--- src/rtl/readout_parser.sv ---
module readout_parser #(
  parameter int MAX_MOD  = 4,
  parameter int CHANNELS = 48,
  parameter int SKIP_MAX = 10,
  parameter int TAIL     = 10,
  parameter int LEN_W    = 16,
  parameter int CNT_W    = 8
) (
  input  logic                  clk,
  input  logic                  rst_n,
  input  logic                  mode24,
  input  logic                  in_valid,
  output logic                  in_ready,
  input  logic [31:0]           in_data,
  input  logic                  in_sof,
  input  logic                  in_eof,
  input  logic [LEN_W-1:0]      in_len,
  output logic                  wr_en,
  output logic [12:0]           wr_addr,
  output logic [11:0]           wr_data,
  output logic [12*MAX_MOD-1:0] hdr_trig,
  output logic [12*MAX_MOD-1:0] hdr_bclk,
  output logic [5*MAX_MOD-1:0]  hdr_pmid,
  output logic [CNT_W-1:0]      mod_count,
  output logic                  lmod_err,
  output logic                  abort,
  output logic                  done
);
  localparam int N_HI = 24;
  localparam int N_LO = 3;
  localparam int SKW  = $clog2(SKIP_MAX + 1);

  typedef enum logic [2:0] {S_IDLE, S_SRCH, S_H1, S_H2, S_H3, S_SAMP, S_RUN, S_DRAIN} st_t;

  st_t              st_q, b_st, e_st;
  logic [LEN_W-1:0] pos_q, len_q, c_pos, c_len;
  logic [SKW-1:0]   skip_q, c_skip;
  logic [3:0]       lmod_q;
  logic [5:0]       fch_q, a_ch;
  logic [1:0]       fmod_q, a_mod;
  logic [4:0]       idx_q, a_idx, n_smp;
  logic [CNT_W-1:0] cnt_b;
  logic [11:0]      trig_q [MAX_MOD];
  logic [11:0]      bclk_q [MAX_MOD];
  logic [4:0]       pmid_q [MAX_MOD];
  logic             acc, is_hdr, is_first, is_cont, is_trl, same, tail_stop, lmod_ok;
  logic [12:0]      addr_c;

  assign is_hdr   = (in_data & 32'hF00FF000) == 32'h800FF000;
  assign is_first = (in_data & 32'hF0002000) == 32'h40002000;
  assign is_cont  = (in_data & 32'hF0002000) == 32'h40000000;
  assign is_trl   = in_data[31:28] == 4'h2;
  assign same     = in_data[21:16] == fch_q && in_data[23:22] == fmod_q;

  assign b_st   = in_sof ? S_SRCH : st_q;
  assign e_st   = (b_st == S_SAMP && !is_first && !is_trl) ? S_SRCH : b_st;
  assign c_pos  = in_sof ? '0 : pos_q;
  assign c_len  = in_sof ? in_len : len_q;
  assign c_skip = in_sof ? '0 : skip_q;
  assign cnt_b  = in_sof ? '0 : mod_count;

  assign in_ready = !(in_valid && e_st == S_RUN && !(is_cont && same));
  assign acc      = in_valid && in_ready;

  assign tail_stop = ({1'b0, c_pos} + (LEN_W+1)'(TAIL)) >= {1'b0, c_len};
  assign lmod_ok   = lmod_q < 4'(MAX_MOD);
  assign n_smp     = mode24 ? 5'(N_HI) : 5'(N_LO);

  assign a_mod  = (e_st == S_RUN) ? fmod_q : in_data[23:22];
  assign a_ch   = (e_st == S_RUN) ? fch_q  : in_data[21:16];
  assign a_idx  = (e_st == S_RUN) ? idx_q  : 5'd0;
  assign addr_c = 13'(int'(a_mod) * CHANNELS * int'(n_smp) + int'(a_ch) * int'(n_smp) + int'(a_idx));

  for (genvar g = 0; g < MAX_MOD; g++) begin : g_slot
    assign hdr_trig[12*g +: 12] = trig_q[g];
    assign hdr_bclk[12*g +: 12] = bclk_q[g];
    assign hdr_pmid[5*g +: 5]   = pmid_q[g];
  end

  always_ff @(posedge clk) begin
    if (!rst_n) begin
      st_q <= S_IDLE; pos_q <= '0; len_q <= '0; skip_q <= '0; lmod_q <= '0;
      fch_q <= '0; fmod_q <= '0; idx_q <= '0; mod_count <= '0;
      lmod_err <= 1'b0; abort <= 1'b0; done <= 1'b0;
      wr_en <= 1'b0; wr_addr <= '0; wr_data <= '0;
      for (int m = 0; m < MAX_MOD; m++) begin
        trig_q[m] <= '0; bclk_q[m] <= '0; pmid_q[m] <= '0;
      end
    end else begin
      done  <= 1'b0;
      wr_en <= 1'b0;
      if (acc) begin
        if (in_sof) begin
          mod_count <= '0; lmod_err <= 1'b0; abort <= 1'b0;
          for (int m = 0; m < MAX_MOD; m++) begin
            trig_q[m] <= '0; bclk_q[m] <= '0; pmid_q[m] <= '0;
          end
        end
        pos_q <= c_pos + 1'b1;
        len_q <= c_len;
        case (e_st)
          S_SRCH: begin
            if (c_skip == '0 && tail_stop) begin
              st_q <= S_DRAIN;
            end else if (in_data[31:28] != 4'h8 && c_skip < SKW'(SKIP_MAX)) begin
              skip_q <= c_skip + 1'b1;
              st_q   <= S_SRCH;
            end else if (is_hdr) begin
              skip_q    <= '0;
              mod_count <= cnt_b + 1'b1;
              lmod_q    <= in_data[3:0];
              if (in_data[3:0] >= 4'(MAX_MOD)) lmod_err <= 1'b1;
              st_q <= S_H1;
            end else begin
              skip_q    <= '0;
              abort     <= 1'b1;
              mod_count <= '0;
              for (int m = 0; m < MAX_MOD; m++) begin
                trig_q[m] <= '0; bclk_q[m] <= '0; pmid_q[m] <= '0;
              end
              st_q <= S_DRAIN;
            end
          end
          S_H1: begin
            if (lmod_ok) trig_q[lmod_q[1:0]] <= in_data[11:0];
            st_q <= S_H2;
          end
          S_H2: begin
            if (lmod_ok) bclk_q[lmod_q[1:0]] <= in_data[11:0];
            st_q <= S_H3;
          end
          S_H3: begin
            if (lmod_ok) pmid_q[lmod_q[1:0]] <= in_data[4:0];
            st_q <= S_SAMP;
          end
          S_SAMP: begin
            if (is_first) begin
              fch_q  <= in_data[21:16];
              fmod_q <= in_data[23:22];
              idx_q  <= 5'd1;
              wr_en  <= 1'b1; wr_addr <= addr_c; wr_data <= in_data[11:0];
              st_q   <= S_RUN;
            end else begin
              skip_q <= '0;
              st_q   <= S_SRCH;
            end
          end
          S_RUN: begin
            if (idx_q < n_smp) begin
              idx_q <= idx_q + 1'b1;
              wr_en <= 1'b1; wr_addr <= addr_c; wr_data <= in_data[11:0];
            end
          end
          default: ;
        endcase
        if (in_eof) begin
          st_q <= S_IDLE;
          done <= 1'b1;
        end
      end else if (in_valid) begin
        st_q <= S_SAMP;
      end
    end
  end
endmodule

--- config.mk ---
export PLATFORM = sky130hd
export DESIGN_NAME = readout_parser
export DESIGN_NICKNAME = d
export VERILOG_FILES = /design/src/rtl/readout_parser.sv
export SDC_FILE = /design/constraint.sdc
export NUM_CORES = 1
export LEC_CHECK = 0
export CAP_MARGIN = 10
export CORE_ASPECT_RATIO = 1.1
export CORE_MARGIN = 5
export CORE_UTILIZATION = 45
export CTS_CLUSTER_DIAMETER = 30
export DETAILED_ROUTE_END_ITERATION = 12
export PLACE_DENSITY = 0.7
export SKIP_CTS_REPAIR_TIMING = 1
export SLEW_MARGIN = 20
export SYNTH_ARGS = -nofsm -noshare
export SYNTH_HDL_FRONTEND = slang
export SYNTH_SLANG_ARGS = --single-unit
--- constraint.sdc ---
create_clock -name clk -period 10.2 [get_ports clk]
set_input_delay 3.06 -clock clk [delete_from_list [all_inputs] [get_ports clk]]
set_output_delay 3.06 -clock clk [all_outputs]
set_load 0.05 [all_outputs]
# Word level (Yosys, flattened, before mapping)

Memory sizes are Yosys's and may differ from the RTL's.
Cells that the tools add are included.

Eq/ne operators: 19
Mux-type cells: 108
Shift operators: 0
Multiply operators: 3
Add/subtract/negate cells: 7
Bitwise logic cells: 26
Divide/modulo/power cells: 0
Magnitude comparators: 5
Reductions and logical operators: 26

Operators with widths:

| cell                                                                   | number |
|---|---|
| 12-bit two-way mux                                                     | 20 |
| 5-bit two-way mux                                                      | 13 |
| 1-bit two-way mux                                                      | 42 |
| 8-bit two-way mux                                                      | 5 |
| 16-bit two-way mux                                                     | 2 |
| 3-bit two-way mux                                                      | 9 |
| 13-bit two-way mux                                                     | 2 |
| 13-bit one-hot mux with 2 select lines                                 | 1 |
| 1-bit OR                                                               | 24 |
| 12-bit one-hot mux with 2 select lines                                 | 1 |
| 12-bit OR reduction                                                    | 2 |
| 16-bit by 4-bit adder with 17-bit output (second input constant)       | 1 |
| 17-bit by 16-bit >= comparator with 1-bit output                       | 1 |
| 16-bit by 1-bit adder with 16-bit output (second input constant)       | 1 |
| 4-bit two-way mux                                                      | 4 |
| 3-bit one-hot mux with 5 select lines                                  | 1 |
| 13-bit by 11-bit adder with 13-bit output                              | 1 |
| 13-bit by 5-bit adder with 13-bit output                               | 1 |
| 12-bit equality test (second input constant)                           | 1 |
| 3-bit equality test (second input constant)                            | 4 |
| 6-bit by 5-bit multiplier with 11-bit output                           | 1 |
| 5-bit by 4-bit equality test with 1-bit output (second input constant) | 2 |
| 5-bit one-hot mux with 2 select lines                                  | 1 |
| 1-bit logical AND                                                      | 9 |
| 31 further kinds                                                       | 45 |

Memory bits (read-only): 0
Memories kept: 3
Logic and storage cells: 212
Flip-flop bits (word level): 93
RAM bits: 116
Latch bits: 0
Bits of input ports: 54

Memory list:

| memory | depth | bits a word | rd ports | clocked after Yosys merged registers in | write ports | RTL line | source |
|---|---|---|---|---|---|---|---|
| bclk_q | 4     | 12          | 4        | 0                                       | 4           | 44       | `logic [11:0] bclk_q [MAX_MOD];` |
| trig_q | 4     | 12          | 4        | 0                                       | 4           | 43       | `logic [11:0] trig_q [MAX_MOD];` |
| pmid_q | 4     | 5           | 4        | 0                                       | 4           | 45       | `logic [4:0] pmid_q [MAX_MOD];` |

# Depth between registers and ports, before layout

Depth in word-level cells: 16
Gate-level depth with buffers: 25

# Worst setup path before layout

OpenSTA, ideal clock, no wires.

Path kind: input port to flip-flop
Start point: input in_sof
End point: register wr_addr[11]
Data arrival time: 7.883 ns
Data required time: 10.083 ns
Path slack: 2.200 ns
Cell stages on the path: 22
Setup time: 0.117 ns
Cells stage by stage: buf_2 -> nor3_1 -> nand2_1 -> nand2_1 -> inv_1 -> ha_1 -> nor2b_1 -> ha_1 -> ha_1 -> ha_1 -> fa_1 -> inv_1 -> fa_1 -> inv_1 -> ha_1 -> ha_1 -> a21oi_1 -> o21bai_1 -> a2111oi_0 -> nor3_1 -> xor2_1 -> o2bb2ai_1

Longest elaborated chain between the ends: 13
Elaborated cells on any way between the ends: 26
Those cells by class: add/sub: 2; mul: 3; eq/ne: 5; mux: 8; reduce/logical: 8

RTL lines:

| item                                        | RTL line | source |
|---|---|---|
| start: declaration                          | 15       | `input logic in_sof,` |
| 3-bit two-way mux *                         | 55       | `assign b_st = in_sof ? S_SRCH : st_q;` |
| 3-bit equality test                         | 56       | `assign e_st = (b_st == S_SAMP && !is_first && !is_trl) ? S_SRCH : b_st;` |
| 1-bit logical AND (2 in a row)              | 56       |  |
| 3-bit two-way mux *                         | 56       |  |
| 3-bit equality test                         | n/a      |  |
| 2-bit two-way mux                           | 69       | `assign a_mod = (e_st == S_RUN) ? fmod_q : in_data[23:22];` |
| 2-bit by 2-bit multiplier with 4-bit output | 72       | `assign addr_c = 13'(int'(a_mod) * CHANNELS * int'(n_smp) + int'(a_ch) * int'(n_smp) + int'(a_idx));` |
| 4-bit by 5-bit multiplier with 9-bit output | 72       |  |
| 13-bit by 11-bit adder with 13-bit output   | 72       |  |
| 13-bit by 5-bit adder with 13-bit output    | 72       |  |
| 13-bit two-way mux (on tied branches)       | 149, 137 |  |
| 13-bit one-hot mux with 2 select lines      | 101      | `case (e_st)` |
| end signal: assignment                      | 85       | `wr_en <= 1'b0; wr_addr <= '0; wr_data <= '0;` |
| end signal: assignment                      | 141      | `wr_en <= 1'b1; wr_addr <= addr_c; wr_data <= in_data[11:0];` |
| end signal: assignment                      | 151      | `wr_en <= 1'b1; wr_addr <= addr_c; wr_data <= in_data[11:0];` |
| end: declaration                            | 19       | `output logic [12:0] wr_addr,` |

Mark *: on every way between the ends. The rest lies on a longest branch, timed or not. The select of a mux whose other input is x is not followed.
A chain may end at the register's enable or synchronous reset.

# Worst setup path after layout

Start point: input in_data[16]
End point: output in_ready

Longest elaborated chain between the ends: 6

RTL lines:

| item                | RTL line | source |
|---|---|---|
| start: declaration  | 14       | `input logic [31:0] in_data,` |
| 6-bit equality test | 53       | `assign same = in_data[21:16] == fch_q && in_data[23:22] == fmod_q;` |
| 1-bit logical AND   | 53       |  |
| 1-bit logical AND   | 62       | `assign in_ready = !(in_valid && e_st == S_RUN && !(is_cont && same));` |
| 1-bit zero test     | 62       |  |
| 1-bit logical AND   | 62       |  |
| 1-bit zero test     | 62       |  |
| end: declaration    | 13       | `output logic in_ready,` |

Every way passes these cells.

==> results.json <==
{
  "cp_slowest_cell": "clkdlybuf4s50_1",
  "antenna_found_initial": 0,
  "clock_sinks": 209,
  "reg2regPathDepth": 24,
  "layout_worst_path_cycle_share": 0.839,
  "pre_cts_ws_ns": 1.39,
  "grt_max_degree": 77,
  "synth_cell_types": 75,
  "seq_area_mm2": 0.00535,
  "tightest_slew_ns": 0.975,
  "power_density_mw_per_mm2": 185,
  "grt_pass1_vias": 8663,
  "routed_via_density": 5.29,
  "use_met1": 0.269,
  "drive_gt1_frac": 0.0849,
  "synth_nets": 1225,
  "worstSkewPairLatency_ns": 0.53,
  "postSynthAreaPerCell_um2": 10.4,
  "drtIter0Drc": 623,
  "wire_per_inst_um": 17.9,
  "io-pin-count": 208,
  "synthFlopType": "edfxtp_1",
  "dp_cells": 1553,
  "crit_family": "buffers and inverters",
  "end_kind": "output port",
  "worstSetupPathDepth": 7,
  "multiInputGateArea_mm2": 0.00556,
  "grt_remaining_overflow": 0,
  "design_area_mm2": 0.0152,
  "cp.arrival_ns": 5.50,
  "required_ns": 7.14,
  "cp.buffers_inverters": 2,
  "p_leak_nw": 6.19,
  "status": "complete, no violations",
  "clockRootBuffer": "clkbuf_16",
  "final_core_util": 0.617,
  "firstDrtPassIters": 5,
  "port_buffers": 203,
  "area_growth_pct": 34.5,
  "antenna_cells": 0,
  "vdd_drop_max_mv": 0.169,
  "hold_viol": 0,
  "critPathMaxFanout": 4,
  "fillCellCount": 1994,
  "final_common_cell": "clkdlybuf4s50_1",
  "critical_path.max_stage_delay_ns": 0.87,
  "met3_usage": 0.0425,
  "fin_ws_ns": 1.64,
  "fmax_ghz": 0.117,
  "dpl_cell_area_mm2": 0.0136,
  "path_class": "input pin to output port",
  "hp-class": "flop to flop",
  "dieArea_mm2": 0.0284,
  "rows": 60,
  "yosys_warnings": 0,
  "setup_viol": 0,
  "synth-seq-cells": 209,
  "busiest_layer": "met2",
  "fin_nets": 1436,
  "syn_inst": 1083,
  "grt_setup_unrepaired": "false",
  "cts_tree": "yes",
  "vias": 8678,
  "h-tree-depth": 2,
  "dp_hpwl_um": 20700,
  "fin_skew_ns": 0.0161,
  "ant_nets": 0,
  "cap_violations": 0,
  "wl_um": 29400,
  "slew_viol_final": 0,
  "global_route.usage.total": 0.206,
  "post-route-drc-count": 0,
  "hold_depth": 2,
  "stdcell_count": 1641,
  "most-common-layout-cells": "202 x clkdlybuf4s50_1, 127 x and2_1, 118 x nor2_1",
  "cp-start-kind": "input pin",
  "clk_pin_slew_ns": 0.04,
  "die_w_um": 161,
  "tns_ns": 0,
  "synth-edff-count": 116,
  "cts_buffers": 48,
  "syn-cell-area_mm2": 0.0113,
  "initial_core_util": 0.459,
  "grt_pass1_wl_um": 47600,
  "cts.path.max_buffers": 3,
  "crit_chain": "clkdlybuf4s50_1, xor2_1, nor4_1, and4b_1, nor2_1, nand2_1, clkdlybuf4s50_1",
  "core_area_mm2": 0.0246,
  "die_h_um": 176,
  "slew_headroom": 0.345,
  "grtUsageMet2": 0.350,
  "critPathMostFrequentCell": "clkdlybuf4s50_1",
  "async_flop_share": 0,
  "period_minus_slack_ns": 8.56,
  "gp_congestion": 0.835,
  "seq_area_frac_synth": 0.473
}
## synthesized netlist by cell type (17+ instances only)
| cell | number | area (um2) |
|---|---|---|
| and2_1 | 127 | 795 |
| nor2_1 | 119 | 447 |
| edfxtp_1 | 116 | 3480 |
| dfxtp_1 | 93 | 1860 |
| ha_1 | 71 | 888 |
| nand2_1 | 64 | 240 |
| mux2i_1 | 61 | 611 |
| inv_1 | 46 | 173 |
| clkbuf_1 | 37 | 139 |
| o21ai_0 | 32 | 160 |
| a21oi_1 | 28 | 140 |
| a211oi_1 | 25 | 188 |
| xnor2_1 | 24 | 210 |
| nand3_1 | 22 | 110 |
| fa_1 | 17 | 340 |
| xor2_1 | 17 | 149 |
## state kept, by name, indices dropped and copies added (netlist names), 2 cells and up
name       flops
pmid_q        20
lmod_q         4
idx_q          5
st_q           3
len_q         16
bclk_q        48
mod_count      8
trig_q        48
skip_q         4
fch_q          6
fmod_q         2
pos_q         16
wr_data       12
wr_addr       13
## worst min-delay path, stage by stage, from the launching register on
cell     delay [ns]
dfxtp_1        0.30
nand2_1        0.05
a21oi_1        0.05
## path summary, 6_finish.rpt
path                from  slack (ns)           to
max          in_data[16]        1.64     in_ready
min             lmod_err        0.45     lmod_err
max reg2reg      st_q[2]        4.09  wr_addr[12]
min reg2reg     lmod_err        0.45     lmod_err
## layer usage
metal | routed length, um | share of wire
met3 | 1820 | 0.062
met1 | 12900 | 0.44
met4 | 470 | 0.016
met2 | 14300 | 0.48
met5 | 0 | 0
## final cells by class
type,count,share of cell area
clock buffers,64,0.0898
well taps,310,0.0255
inverters,48,0.0119
repair buffers,213,0.139
clock inverters,23,0.0160
flip-flops and latches,209,0.352
multi-input cells,774,0.366
## through the flow
step | hold slack [ns] | total power (W)
finish | 0.451 | 0.00280
global route | 0.474 | 0.00292
CTS | 0.454 | 0.00283
detailed placement | 0.448 | 0.00133
global placement | 0.441 | 0.00132
floorplan | 0.434 | 0.00121
## logic make-up after synthesis
logic type,share of synthesized area
and+or+nand+nor,0.212
muxes,0.0570
DFF,0.473
xor gates and xnor gates,0.0318
AOI/OAI and AO/OA,0.0811
adders and majority gates,0.109
other,0.000332
buffers and inverters,0.0359
## power by group
part	internal, W	switching [W]
Clock	0.00103	0.000462
Combinational	0.000139	0.000239
Sequential	0.000921	0.0000127
Total	0.00209	0.000714
(Power assumes the default switching activity.)
